File: config.mk
export PLATFORM = sky130hd
export DESIGN_NAME = ldb_port_bridge
export DESIGN_NICKNAME = d
export VERILOG_FILES = /design/src/rtl/ldb_pkg.sv /design/src/rtl/ldb_bus_stage.sv /design/src/rtl/ldb_decode.sv /design/src/rtl/ldb_read_path.sv /design/src/rtl/ldb_write_path.sv /design/src/rtl/ldb_port_bridge.sv
export SDC_FILE = /design/constraint.sdc
export NUM_CORES = 1
export LEC_CHECK = 0
export ABC_CLOCK_PERIOD_IN_PS = 2600
export BUFFER_PORTS_ARGS = -buffer_cell sky130_fd_sc_hd__buf_2
export CAP_MARGIN = 0
export CORE_ASPECT_RATIO = 1.4
export CORE_MARGIN = 2
export CORE_UTILIZATION = 40
export CTS_BUF_LIST = sky130_fd_sc_hd__clkbuf_8
export DETAILED_ROUTE_END_ITERATION = 6
export PLACE_DENSITY_LB_ADDON = 0.1
export RECOVER_POWER = 25
export SETUP_SLACK_MARGIN = 0.4
export SYNTH_ARGS = -nofsm -noshare
export SYNTH_HDL_FRONTEND = slang
export SYNTH_HIERARCHICAL = 1
export SYNTH_SLANG_ARGS = --single-unit
File: constraint.sdc
create_clock -name clk_i -period 2.6 [get_ports clk_i]
set_input_delay 0.39 -clock clk_i [delete_from_list [all_inputs] [get_ports clk_i]]
set_output_delay 0.39 -clock clk_i [all_outputs]
set_load 0.005 [all_outputs]
File: src/rtl/ldb_pkg.sv
package ldb_pkg;
  typedef struct packed {
    logic arm;
    logic rd;
    logic latch;
    logic drive;
  } strb_t;
endpackage

File: src/rtl/ldb_bus_stage.sv
module ldb_bus_stage #(
  parameter int ADDR_W = 16,
  parameter int DATA_W = 8
) (
  input  logic              clk_i,
  input  logic              rst_ni,
  input  logic [ADDR_W-1:0] addr_i,
  input  logic [DATA_W-1:0] wdata_i,
  input  logic              rd_i,
  input  logic              wr_i,
  output logic [ADDR_W-1:0] addr_o,
  output logic [DATA_W-1:0] wdata_o,
  output logic              rd_o,
  output logic              wr_o,
  output logic              valid_o
);
  always_ff @(posedge clk_i or negedge rst_ni) begin
    if (!rst_ni) begin
      addr_o  <= '0;
      wdata_o <= '0;
      rd_o    <= 1'b0;
      wr_o    <= 1'b0;
      valid_o <= 1'b0;
    end else begin
      addr_o  <= addr_i;
      wdata_o <= wdata_i;
      rd_o    <= rd_i;
      wr_o    <= wr_i;
      valid_o <= rd_i | wr_i;
    end
  end
endmodule

File: src/rtl/ldb_decode.sv
module ldb_decode
  import ldb_pkg::*;
#(
  parameter int              ADDR_W        = 16,
  parameter int              ARM_SPAN_LOG2 = 3,
  parameter logic [ADDR_W-1:0] ARM_BASE    = 16'h4218,
  parameter logic [ADDR_W-1:0] RD_ADDR     = 16'h4105,
  parameter logic [ADDR_W-1:0] LATCH_ADDR  = 16'h4230,
  parameter logic [ADDR_W-1:0] DRIVE_ADDR  = 16'h4238
) (
  input  logic [ADDR_W-1:0] addr_i,
  input  logic              rd_i,
  input  logic              wr_i,
  input  logic              valid_i,
  output strb_t             strb_o
);
  logic in_arm;

  generate
    if (ARM_SPAN_LOG2 > 0) begin : g_window
      localparam int TAG_W = ADDR_W - ARM_SPAN_LOG2;
      localparam logic [TAG_W-1:0] ARM_TAG = ARM_BASE[ADDR_W-1:ARM_SPAN_LOG2];
      assign in_arm = (addr_i[ADDR_W-1:ARM_SPAN_LOG2] == ARM_TAG);
    end else begin : g_single
      assign in_arm = (addr_i == ARM_BASE);
    end
  endgenerate

  always_comb begin
    strb_o       = '0;
    strb_o.arm   = valid_i & wr_i & in_arm;
    strb_o.rd    = valid_i & rd_i & (addr_i == RD_ADDR);
    strb_o.latch = valid_i & wr_i & (addr_i == LATCH_ADDR);
    strb_o.drive = valid_i & wr_i & (addr_i == DRIVE_ADDR);
  end
endmodule

File: src/rtl/ldb_read_path.sv
module ldb_read_path #(
  parameter int DATA_W = 8
) (
  input  logic              clk_i,
  input  logic              rst_ni,
  input  logic              arm_i,
  input  logic              rd_sel_i,
  input  logic [DATA_W-1:0] plr_data_i,
  output logic [DATA_W-1:0] rdata_o,
  output logic              rd_oe_o,
  output logic              rden_no
);
  logic flag_q;
  logic rd_sel_d;
  logic rd_end;

  // read strobe trailing edge clocks a constant 0 into the flag
  assign rd_end = rd_sel_d & ~rd_sel_i;

  always_ff @(posedge clk_i or negedge rst_ni) begin
    if (!rst_ni) begin
      flag_q   <= 1'b0;
      rd_sel_d <= 1'b0;
    end else begin
      rd_sel_d <= rd_sel_i;
      if (arm_i)       flag_q <= 1'b1;
      else if (rd_end) flag_q <= 1'b0;
    end
  end

  assign rd_oe_o = rd_sel_i;
  assign rdata_o = rd_sel_i ? plr_data_i : '0;
  assign rden_no = ~flag_q;
endmodule

File: src/rtl/ldb_write_path.sv
module ldb_write_path #(
  parameter int DATA_W = 8
) (
  input  logic              clk_i,
  input  logic              rst_ni,
  input  logic              latch_i,
  input  logic              drive_i,
  input  logic [DATA_W-1:0] wdata_i,
  output logic [DATA_W-1:0] plr_data_o,
  output logic              wr_oe_o,
  output logic              wren_no
);
  logic [DATA_W-1:0] out_q;

  always_ff @(posedge clk_i or negedge rst_ni) begin
    if (!rst_ni)      out_q <= '0;
    else if (latch_i) out_q <= wdata_i;
  end

  assign plr_data_o = out_q;
  assign wr_oe_o    = drive_i;
  assign wren_no    = ~drive_i;
endmodule

File: src/rtl/ldb_port_bridge.sv
module ldb_port_bridge
  import ldb_pkg::*;
#(
  parameter int              ADDR_W        = 16,
  parameter int              DATA_W        = 8,
  parameter int              ARM_SPAN_LOG2 = 3,
  parameter logic [ADDR_W-1:0] ARM_BASE    = 16'h4218,
  parameter logic [ADDR_W-1:0] RD_ADDR     = 16'h4105,
  parameter logic [ADDR_W-1:0] LATCH_ADDR  = 16'h4230,
  parameter logic [ADDR_W-1:0] DRIVE_ADDR  = 16'h4238
) (
  input  logic              clk_i,
  input  logic              rst_ni,
  input  logic [ADDR_W-1:0] addr_i,
  input  logic [DATA_W-1:0] wdata_i,
  input  logic              rd_i,
  input  logic              wr_i,
  input  logic [DATA_W-1:0] plr_data_i,
  output logic [DATA_W-1:0] rdata_o,
  output logic              rd_oe_o,
  output logic [DATA_W-1:0] plr_data_o,
  output logic              wr_oe_o,
  output logic              rden_no,
  output logic              wren_no
);
  logic [ADDR_W-1:0] addr_q;
  logic [DATA_W-1:0] wdata_q;
  logic              rd_q, wr_q, valid_q;
  strb_t             strb;
  logic              arm_stb;

  ldb_bus_stage #(.ADDR_W(ADDR_W), .DATA_W(DATA_W)) u_bus (
    .clk_i   (clk_i),
    .rst_ni  (rst_ni),
    .addr_i  (addr_i),
    .wdata_i (wdata_i),
    .rd_i    (rd_i),
    .wr_i    (wr_i),
    .addr_o  (addr_q),
    .wdata_o (wdata_q),
    .rd_o    (rd_q),
    .wr_o    (wr_q),
    .valid_o (valid_q)
  );

  ldb_decode #(
    .ADDR_W(ADDR_W), .ARM_SPAN_LOG2(ARM_SPAN_LOG2), .ARM_BASE(ARM_BASE),
    .RD_ADDR(RD_ADDR), .LATCH_ADDR(LATCH_ADDR), .DRIVE_ADDR(DRIVE_ADDR)
  ) u_dec (
    .addr_i  (addr_q),
    .rd_i    (rd_q),
    .wr_i    (wr_q),
    .valid_i (valid_q),
    .strb_o  (strb)
  );

  assign arm_stb = strb.arm;

  ldb_read_path #(.DATA_W(DATA_W)) u_rd (
    .clk_i      (clk_i),
    .rst_ni     (rst_ni),
    .arm_i      (strb.arm),
    .rd_sel_i   (strb.rd),
    .plr_data_i (plr_data_i),
    .rdata_o    (rdata_o),
    .rd_oe_o    (rd_oe_o),
    .rden_no    (rden_no)
  );

  ldb_write_path #(.DATA_W(DATA_W)) u_wr (
    .clk_i      (clk_i),
    .rst_ni     (rst_ni),
    .latch_i    (strb.latch),
    .drive_i    (strb.drive),
    .wdata_i    (wdata_q),
    .plr_data_o (plr_data_o),
    .wr_oe_o    (wr_oe_o),
    .wren_no    (wren_no)
  );
endmodule

# After elaboration in Yosys (flattened, before gate mapping)
# Cells that the tools add are included.
# totals
ff_bits	37
inputBits	36
output_inout_bits	20
word_cells	27
# op_classes
n_eq_ne	4
n_mux	3
bitwise	11
reduce_logical	1
# op_table
operator	n
16-bit by 15-bit == test with 1-bit output (second input constant)	3
13-bit by 12-bit == test with 1-bit output (second input constant)	1
8-bit 2-to-1 mux	1
1-bit bitwise AND	7
1-bit inverter	3
1-bit 2-to-1 mux	2
2-bit nonzero test	1
1-bit OR	1

# Longest topological paths before layout
# Gate-level depths: netlist of the first run.
# depth
ltp_word	6
depth_mapped	5

# By module
# The synthesis of the first run kept the hierarchy.
# modules_own_cells
mod	instances	cells_per_inst	area_each_um2	seq_area_each_um2
ldb_bus_stage	1	28	681.9	675.6
ldb_write_path	1	19	342.8	200.2
ldb_read_path	1	14	135.1	50.0
ldb_decode	1	17	123.9	0.0

# Least setup slack after synthesis of the first run
# No wires, ideal clock.
# synth_timing
kind	reg-to-output
from	register u_bus.addr_o[11]
to	output port rdata_o[0]
arrival_time_ps	1555
required_time_ps	2210
setup_slack_ps	655
path_stages_with_launch	5
n_path_buf	0
path_cell_list	dfrtp_1 -> nor4_1 -> nand3_1 -> nor3_1 -> and2_2
# synth_rtl
item	line_no	rtl
from (decl)	ldb_bus_stage.sv:11	output logic [ADDR_W-1:0] addr_o,
from (signal assigned)	ldb_bus_stage.sv:25	addr_o <= addr_i;
to (decl)	ldb_port_bridge.sv:19	output logic [DATA_W-1:0] rdata_o,

# Final worst setup path of the first run
# layout_timing
from	register u_bus.addr_o[5]
to	output port rdata_o[7]
# layout_via
elab_chain_cells	3
# layout_rtl
item	line_no	rtl
16-bit by 15-bit == test with 1-bit output	ldb_decode.sv:32	strb_o.rd = valid_i & rd_i & (addr_i == RD_ADDR);
1-bit bitwise AND	ldb_decode.sv:32	
8-bit 2-to-1 mux	ldb_read_path.sv:32	assign rdata_o = rd_sel_i ? plr_data_i : '0;
# No other way between the ends.

==> results of run 1 <==
## state kept, by name (all words and copies together), names as in the netlist
register         cells
u_bus/wr_o           1
u_rd/rd_sel_d        1
u_bus/wdata_o        8
u_bus/valid_o        1
u_bus/addr_o        16
u_wr/plr_data_o      8
u_bus/rd_o           1
u_rd/flag_q          1
## cells by family (layout without fill, tap and decap cells)
family / count (synthesis) / after routing / share of synthesized area
DFF: 37 / 37 / 0.721
and+or+nand+nor: 27 / 27 / 0.153
muxes: 8 / 8 / 0.0936
buffers and inverters: 5 / 70 / 0.0263
AOI/OAI and AO/OA: 1 / 1 / 0.00585
## worst reg2reg max path: stages, from the launching register on
cell,delay [ns]
dfrtp_1,0.39
nand2b_1,0.14
or4_4,0.43
nor3_2,0.18
buf_4,0.22
mux2_4,0.32
## Yosys cell counts
master    number
and4b_1        1
and2_2         8
buf_6          1
nor4_1         1
or4_4          1
or2_1          1
mux2_4         8
nor3_2         1
nor4b_1        1
nor3_1         2
nand3b_1       2
nor2_1         1
nand4_1        1
nand3_1        1
dfrtp_1       37
nor3b_1        1
nand4b_1       1
a21o_1         1
buf_4          2
nand2b_1       2
inv_1          2
and3b_1        1
nor2b_1        1
## per-layer routing
layer	share of wire	wire length, um
met1	0.36	803
met2	0.57	1270
met3	0.063	141
met4	0.0063	14
met5	0	0
## where the power goes
group | internal, W | switching [W]
Clock | 0.000206 | 0.000170
Sequential | 0.000597 | 0.0000101
Combinational | 0.0000241 | 0.0000197
## repair_timing
item	CTS	global route
cloned	0	1
buffers inserted	0	3
pin swaps	0	3
endpoints found under the setup margin	8	9
gates resized for setup	1	9
## per-stage QoR
stage / std cells / instance area, um2 / total power [W] / util / setup WS [ns]
floorplan: 78 / 1280 / 0.000621 / - / 0.655
global placement: 171 / 1600 / 0.000658 / 0.516 / 0.729
detailed placement: 171 / 1600 / 0.000660 / 0.516 / 0.637
CTS: 178 / 1690 / 0.00104 / 0.546 / 0.401
global route: 182 / 1760 / 0.00108 / 0.568 / 0.384
finish: 182 / 1760 / 0.00103 / 0.568 / 0.504
## layout make-up
class | instances | share of cell area
multi-input cells | 36 | 0.204
clock inverters | 1 | 0.00214
clock buffers | 6 | 0.0470
flip-flops and latches | 37 | 0.527
inverters | 2 | 0.00427
well taps | 39 | 0.0278
repair buffers | 61 | 0.188
## final timing paths
kind / slack [ns] / endpoint
worst max-delay path: 0.50 / rdata_o[7]
worst min-delay path: 0.19 / u_wr/plr_data_o[1]
worst max register to register: 0.80 / u_wr/plr_data_o[0]
worst min register to register: 0.48 / u_wr/plr_data_o[5]
max in group asynchronous: 1.93 / u_wr/plr_data_o[0]
min in group clk_i: 0.22 / u_bus/addr_o[0]
==> flow_summary.yaml, run 1 <==
outcome:
  outcome: "finished clean"
clock_tree:
  root_buffer: "clkbuf_8"
  postCtsHoldBufs: 0
  cts_buffer_depth: 2
  clk_latency_ns: 0.27
  cts_sinks: 37
  htree_num_levels: 2
  cts_tree: "done"
  cts_buffers: 5
  clkTransAtPathRegs_ns: 0.06
worst_setup_path:
  cp-end-kind: "output port"
  cp_top_family: "simple AND/OR/NAND/NOR gates"
  reg2reg_from: "u_bus/addr_o[6]"
  reg2reg_depth: 5
  critPathRequiredTime_ns: 2.21
  max_stage_delay_ns: 0.40
  startpoint: "u_bus/addr_o[5]"
  worst-path-buf-inv: 2
  crit_fanout: 4
  start_kind: "flip-flop"
  setup.worst_path.class: "flip-flop to output port"
  crit_chain: "nor4b_1 -> nand3b_1 -> nor3_4 -> buf_2 -> and2_4 -> buf_6"
  arrival_ns: 1.71
  critPathSlowestCell: "dfrtp_1"
  cp_num_cells: 6
global_routing:
  overflow: 0
  antenna_found_initial: 0
  use_met2: 0.239
  grt_pass1_wl_mm: 3.65
  grt_use_met3: 0.0549
  grt_util_met1: 0.138
  grt_busiest_layer: "met2"
  grt_max_degree: 38
  grt_use_total: 0.137
  grt_pass1_vias: 842
synth:
  syn-num-nets: 114
  syn_area_per_cell_um2: 16.5
  synth_top_area_cell: "dfrtp_1"
  yosysTopAreaCellShare: 0.721
  syn_area_um2: 1280
  ys_ff_latch: 37
  syn_inst: 78
  yosysUniqueCellTypes: 23
  netlist_top_cells_area: "dfrtp_1, mux2_4, and2_2, buf_4, nand3b_1"
  seq_area_frac_synth: 0.721
  yosys_warnings: 6
cells_and_area:
  nNetsFinal: 179
  multi_input_area_um2: 358
  fillers: 278
  final_common_cell: "buf_2"
  layout_common_cells: "buf_2, dfrtp_1, mux2_4, clkbuf_8, and2_2"
  drive_above_1_share: 0.615
  regArea_um2: 926
  area_growth_pct: 36.8
  antenna_cells: 0
timing:
  finalClockSkew_ns: 0.00367
  hold_violations: 0
  hold_slack_ns: 0.188
  finalSetupViolCount: 0
  fmax_ghz: 0.477
  tns_ns: 0
  worst_pin_slew_ns: 0.764
  rsz0062_at_grt: "true"
  slew-limit-headroom: 0.491
  min_period_over_period: 0.806
  fin_crit_ns: 2.10
  drv_slew: 0
place:
  portBuffers: 55
  gp_congestion: 0.703
  dp.final_hpwl_mm: 1.69
flow_run:
  maxCapViolCount: 0
detailed_routing:
  routed_wl_mm: 2.23
  post_drt_wl_per_cell_um: 12.2
  route.detailed.drc: 0
  drtAntennaViolNets: 0
  drt_first_iter_violations: 7
  vias_per_cell: 4.57
  drtPass1Iterations: 3
  via_count: 832
power_and_ir_drop:
  max-vdd-ir-drop_mv: 0.495
  leakage_nw: 0.918
  powerDensity_nw_per_um2: 585
floorplan:
  die_y_um: 71.0
  ios: 56
  coreArea_um2: 3090
  start_util: 0.415
  die_w_um: 51.9
  rows: 24
  dieArea_um2: 3690
hold_path:
  hold_class: "primary input to asynchronous set/reset pin"
(Power assumes the default switching activity.)
==> run 2: changes to the inputs <==
ABC_AREA = 1   (was default)
ABC_CLOCK_PERIOD_IN_PS = 2200   (was 2600)
clock period = 2.2 ns   (was 2.6 ns; I/O delays follow)
==> run 2 against run 1 <==
Wire length is 16% higher; count of clock-buffer cells in the layout increased by 1; global-route usage increased by 1.6 points; highest routed layer unchanged; clock skew is essentially flat; sequential share of layout area is 2.9 points lower; worst hold slack got worse by 0.070 ns; first-iteration DRC count grew 43%; power increased by 25%; sequential cell count is the same; core utilization rose by 2.2 points.
==> flow_summary.yaml, run 2 <==
timing:
  fin_crit_ns: 1.80
  min_period_over_period: 0.819
  rsz0062_at_grt: "true"
  hold_violations: 0
  finalSetupViolCount: 0
  tns_ns: 0
  worst_pin_slew_ns: 0.789
  hold_slack_ns: 0.118
  drv_slew: 0
  finalClockSkew_ns: 0.00340
  fmax_ghz: 0.555
  slew-limit-headroom: 0.474
floorplan:
  coreArea_um2: 3150
  ios: 56
  rows: 24
  start_util: 0.421
  dieArea_um2: 3810
  die_y_um: 72.2
  die_w_um: 52.7
cells_and_area:
  drive_above_1_share: 0.470
  final_cells: 239
  final_common_cell: "buf_2"
  area_growth_pct: 39.9
  regMostFlops: "u_bus/addr_o"
  fillers: 301
  nNetsFinal: 235
  antenna_cells: 0
  layout_common_cells: "buf_2, nand2_1, dfrtp_1, inv_1"
  largest_register_ffs: 16
worst_setup_path:
  setup.worst_path.class: "flip-flop to output port"
  max_stage_delay_ns: 0.40
  start_kind: "flip-flop"
  critPathSlowestCell: "dfrtp_1"
  reg2reg_to: "u_wr/plr_data_o[6]"
  rrSetupSlack_ns: 0.68
  reg2reg_depth: 8
  crit_fanout: 5
  critPathRequiredTime_ns: 1.87
  arrival_ns: 1.47
  cp-end-kind: "output port"
  crit_chain: "inv_2 -> nand2_1 -> nor2_1 -> nand3_2 -> nor2_4 -> buf_6 -> nand2_2 -> inv_1 -> buf_2"
  reg2reg_from: "u_bus/addr_o[6]"
synth:
  synth_common_cells: "nand2_1, dfrtp_1, inv_1"
  netlist_top_cells_area: "dfrtp_1, nand2_1, inv_1, nor2_1, buf_6"
  syn_area_per_cell_um2: 9.77
  synth_ff_type: "dfrtp_1"
  syn-num-nets: 172
  syn_area_um2: 1330
  yosysUniqueCellTypes: 11
  synth_top_area_cell: "dfrtp_1"
  seq_area_frac_synth: 0.697
  syn_inst: 136
  yosysTopAreaCellShare: 0.697
  yosysMostFrequentCell: "nand2_1"
  synth_edf_count: 0
  yosys_warnings: 6
  ys_ff_latch: 37
  synthArstFlopShare: 1.00
clock_tree:
  clk_latency_ns: 0.28
  cts_buffer_depth: 2
  cts_sinks: 37
  htree_num_levels: 2
  cts_tree: "done"
  postCtsHoldBufs: 0
  cts_buffers: 5
  clkTransAtPathRegs_ns: 0.07
  root_buffer: "clkbuf_8"
global_routing:
  grt_pass1_vias: 1046
  overflow: 0
  grt_pass1_wl_mm: 4.13
  antenna_found_initial: 0
  grt_max_degree: 38
  grt_use_total: 0.153
detailed_routing:
  drt_first_iter_violations: 10
  routed_wl_mm: 2.58
  via_count: 1023
  drtPass1Iterations: 4
  vias_per_cell: 4.28
  post_drt_wl_per_cell_um: 10.8
  route.detailed.drc: 0
  drtAntennaViolNets: 0
outcome:
  outcome: "finished clean"
hold_path:
  hold_class: "primary input to asynchronous set/reset pin"
power_and_ir_drop:
  max-vdd-ir-drop_mv: 0.601
  powerDensity_nw_per_um2: 691
  leakage_nw: 1.06
place:
  gp_congestion: 0.799
  dp.final_hpwl_mm: 1.86
  placed_cells_incl_taps: 227
  portBuffers: 55
flow_run:
  maxCapViolCount: 0
==> run 2: cell count changes after synthesis, moves of 2 or more <==
cell      previous run  this run
nand2_1              0        48
inv_1                2        25
inv_2                0         2
mux2_4               8         0
nand3b_1             2         0
nand2b_1             2         0
nor2_1               1        15
and2_2               8         0
==> run 2: power breakdown <==
part	switching (W)	internal (W)	total [W]
sequential	0.00000970	0.000705	0.000715
combinational	0.0000337	0.0000283	0.0000620
clock	0.000224	0.000283	0.000507
==> run 2: final cells by class <==
type	instances	area [um2]	area share
clock inverter	1	5.00	0.00269
multi-input combinational	68	314	0.169
sequential	37	926	0.498
clock buffer	7	96.3	0.0518
timing repair buffer	60	368	0.198
inverter	27	101	0.0545
tap	39	48.8	0.0262
==> run 2: worst max-delay path by stage <==
| stage | from | endpoint | slack [ns] | cells past startpoint |
|---|---|---|---|---|
| floorplan | u_bus/addr_o[6] | rdata_o[0] | 0.85 | 8 |
| global placement | u_bus/addr_o[15] | rdata_o[4] | 0.48 | 8 |
| detailed placement | u_bus/addr_o[15] | rdata_o[7] | 0.35 | 8 |
| CTS | u_bus/addr_o[15] | rdata_o[3] | 0.38 | 9 |
| global route | u_bus/addr_o[12] | rdata_o[0] | 0.27 | 9 |
| finish | u_bus/addr_o[6] | rdata_o[0] | 0.40 | 9 |
==> run 2: cell families (layout without fill, tap and decap cells) <==
family | count (synthesis) | count (layout) | synth area share
flip-flops | 37 | 37 | 0.697
AND/OR/NAND/NOR | 68 | 68 | 0.199
buffers and inverters | 31 | 95 | 0.105
==> run 2: critical path, delay by kind of cell (launching register included) <==
| kind | cells | cell delay (ns) |
|---|---|---|
| simple gates | 5 | 0.43 |
| flops | 1 | 0.40 |
| buf+inv | 4 | 0.35 |
==> run 2: metrics by stage <==
stage               setup WS, ns   util  total power (W)  cell area (um2)
finish                     0.397  0.590          0.00128             1860
detailed placement         0.352  0.515         0.000788             1620
CTS                        0.382  0.562          0.00131             1770
global route               0.274  0.590          0.00135             1860
floorplan                  0.850      -         0.000739             1330
global placement           0.484  0.515         0.000786             1620
==> run 2: metal layers <==
metal | GRT usage | share of wire
met2 | 0.263 | 0.54
met5 | 0 | 0
met3 | 0.0514 | 0.074
met4 | 0.0912 | 0.026
met1 | 0.156 | 0.36
==> run 2: repair_timing <==
| item | in CTS | in global routing |
|---|---|---|
| gates resized for setup | 7 | 30 |
| setup endpoints to repair | 9 | 11 |
| setup buffers | 4 | 0 |
| hold endpoints to repair | 0 | 0 |
| pin swaps | 4 | 5 |
==> run 3: changes to the inputs <==
ABC_AREA = 0   (was 1)
ABC_CLOCK_PERIOD_IN_PS = 1450   (was 2200)
clock period = 1.45 ns   (was 2.2 ns; I/O delays follow)
==> run 3 against run 2 <==
Clock power up 26%; die area down 3.2%; via count down 15%; first-iteration DRC count rose by 10%; the run now ends with negative setup slack left; register-to-register slack worse by 1.2 ns.
==> flow_summary.yaml, run 3 (same netlist as run 1, synthesis figures left out) <==
cells_and_area:
  antenna_cells: 0
  regMostFlops: "u_bus/addr_o"
  drive_above_1_share: 0.629
  largest_register_ffs: 16
  fillers: 276
  nNetsFinal: 186
  layout_common_cells: "buf_2, dfrtp_1, buf_4, mux2_4, and2_2"
  final_common_cell: "buf_2"
  post-route-util: 0.591
  area_growth_pct: 42.5
  stdcell_area_um2: 1830
place:
  dp.final_hpwl_mm: 1.83
  gp_congestion: 0.797
  portBuffers: 55
  dpl_cell_area_um2: 1640
clock_tree:
  cts_tree: "done"
  cts_buffers: 5
  htree_num_levels: 2
  clk_latency_ns: 0.28
  cts_sinks: 37
  root_buffer: "clkbuf_8"
  cts_buffer_depth: 2
  clkTransAtPathRegs_ns: 0.07
detailed_routing:
  wl_met1_um: 907
  wl_met3_um: 153
  route.detailed.drc: 0
  routed_wl_mm: 2.55
  via_count: 869
  vias_per_cell: 4.57
  drt_first_iter_violations: 11
  drtPass1Iterations: 3
  post_drt_wl_per_cell_um: 13.4
  wl_met2_mm: 1.41
  drtAntennaViolNets: 0
  routed.top_layer: "met4"
worst_setup_path:
  max_stage_delay_ns: 0.39
  crit_path_end: "rdata_o[7]"
  startpoint: "u_bus/addr_o[5]"
  reg2reg_depth: 7
  start_kind: "flip-flop"
  arrival_ns: 1.75
  rrSetupSlack_ns: -0.51
  crit_chain: "nor4b_2 -> nand3b_1 -> nor3_4 -> buf_2 -> and2_4 -> buf_6"
  cp-end-kind: "output port"
  critPathRequiredTime_ns: 1.23
  crit_fanout: 4
  setup.worst_path.class: "flip-flop to output port"
  reg2reg_to: "u_wr/plr_data_o[7]"
  reg2reg_from: "u_bus/addr_o[11]"
  critPathSlowestCell: "dfrtp_1"
timing:
  hold_violations: 0
  worst_pin_slew_ns: 0.393
  rsz0062_at_grt: "true"
  slew-limit-headroom: 0.738
  min_period_over_period: 1.36
  fin_crit_ns: 1.97
  drv_slew: 0
  finalClockSkew_ns: 0.00408
  setup_ws_ns: -0.517
  fmax_ghz: 0.508
  finalSetupViolCount: 20
outcome:
  outcome: "finished with violations"
  violations: "negative setup slack"
floorplan:
  die_w_um: 51.9
  start_util: 0.415
  coreArea_um2: 3090
  rows: 24
  ios: 56
  dieArea_um2: 3690
  die_y_um: 71.0
global_routing:
  grt_pass1_vias: 959
  overflow: 0
  grt_pass1_wl_mm: 4.31
  grt_max_degree: 19
  grt_use_total: 0.165
  antenna_found_initial: 0
power_and_ir_drop:
  max-vdd-ir-drop_mv: 0.756
  leakage_nw: 0.971
  powerDensity_nw_per_um2: 995
flow_run:
  maxCapViolCount: 0
hold_path:
  hold_class: "primary input to flip-flop"
[run 3: cell count changes in the layout (fill, tap and decap cells not counted), sizes merged, moves of 7 or more]
cell   previous run  this run
nand2            48         0
nor2             16         1
mux2              0         8
inv              27         5
and2              0         8
buf              60        67
[run 3: metrics by stage]
stage / cells / TNS [ns] / worst slack [ns] / hold WS, ns / total power (W)
floorplan: 78 / -2.50 / -0.175 / -0.0781 / 0.00111
global placement: 175 / -3.85 / -0.253 / 0.160 / 0.00119
detailed placement: 175 / -4.82 / -0.307 / 0.169 / 0.00119
CTS: 188 / -8.18 / -0.494 / 0.0285 / 0.00185
global route: 190 / -11.31 / -0.624 / 0.0205 / 0.00191
finish: 190 / -9.29 / -0.517 / 0.0366 / 0.00182
[run 3: power breakdown]
part           total [W]  leakage, nW  internal, W  switching (W)
combinational  0.0000938        0.466    0.0000532      0.0000406
clock           0.000637       0.0519     0.000319       0.000318
sequential       0.00109        0.453      0.00107      0.0000188
total            0.00182        0.971      0.00144       0.000377
[run 3: how the worst min path moves through the flow]
stage                          start                to  cells past startpoint
final                     wdata_i[5]  u_bus/wdata_o[5]                      1
after global routing      wdata_i[6]  u_bus/wdata_o[6]                      1
after CTS                  addr_i[0]   u_bus/addr_o[0]                      1
after detailed placement      rst_ni  u_bus/addr_o[15]                      1
after global placement        rst_ni  u_bus/addr_o[14]                      1
after floorplan               rst_ni   u_bus/addr_o[0]                      0
[run 3: area by class of cell]
class | instances | area (um2) | area share
Clock inverter | 3 | 11.3 | 0.00616
Multi-Input combinational cell | 36 | 378 | 0.207
Clock buffer | 5 | 68.8 | 0.0376
Tap cell | 39 | 48.8 | 0.0267
Timing Repair Buffer | 68 | 389 | 0.213
Inverter | 2 | 7.51 | 0.00410
Sequential cell | 37 | 926 | 0.506
[run 3: routing by layer]
layer | global-route usage | up-vias
li1 | - | 402
met1 | 0.168 | 429
met2 | 0.276 | 29
met3 | 0.0675 | 9
met4 | 0.0965 | 0
met5 | 0 | -
[run 3: worst max-delay path, delay by kind of cell, from the launching register on]
kind	cells	cell delay, ns
buf+inv	2	0.25
simple gates	4	0.82
flops	1	0.39
[run 3: what timing repair did]
action	CTS	global route
buffers inserted	3	2
cloned	1	0
hold endpoints to repair	16	0
resized for setup	13	0
hold buffers	1	0
setup endpoints to repair	21	23
pin swaps	4	2
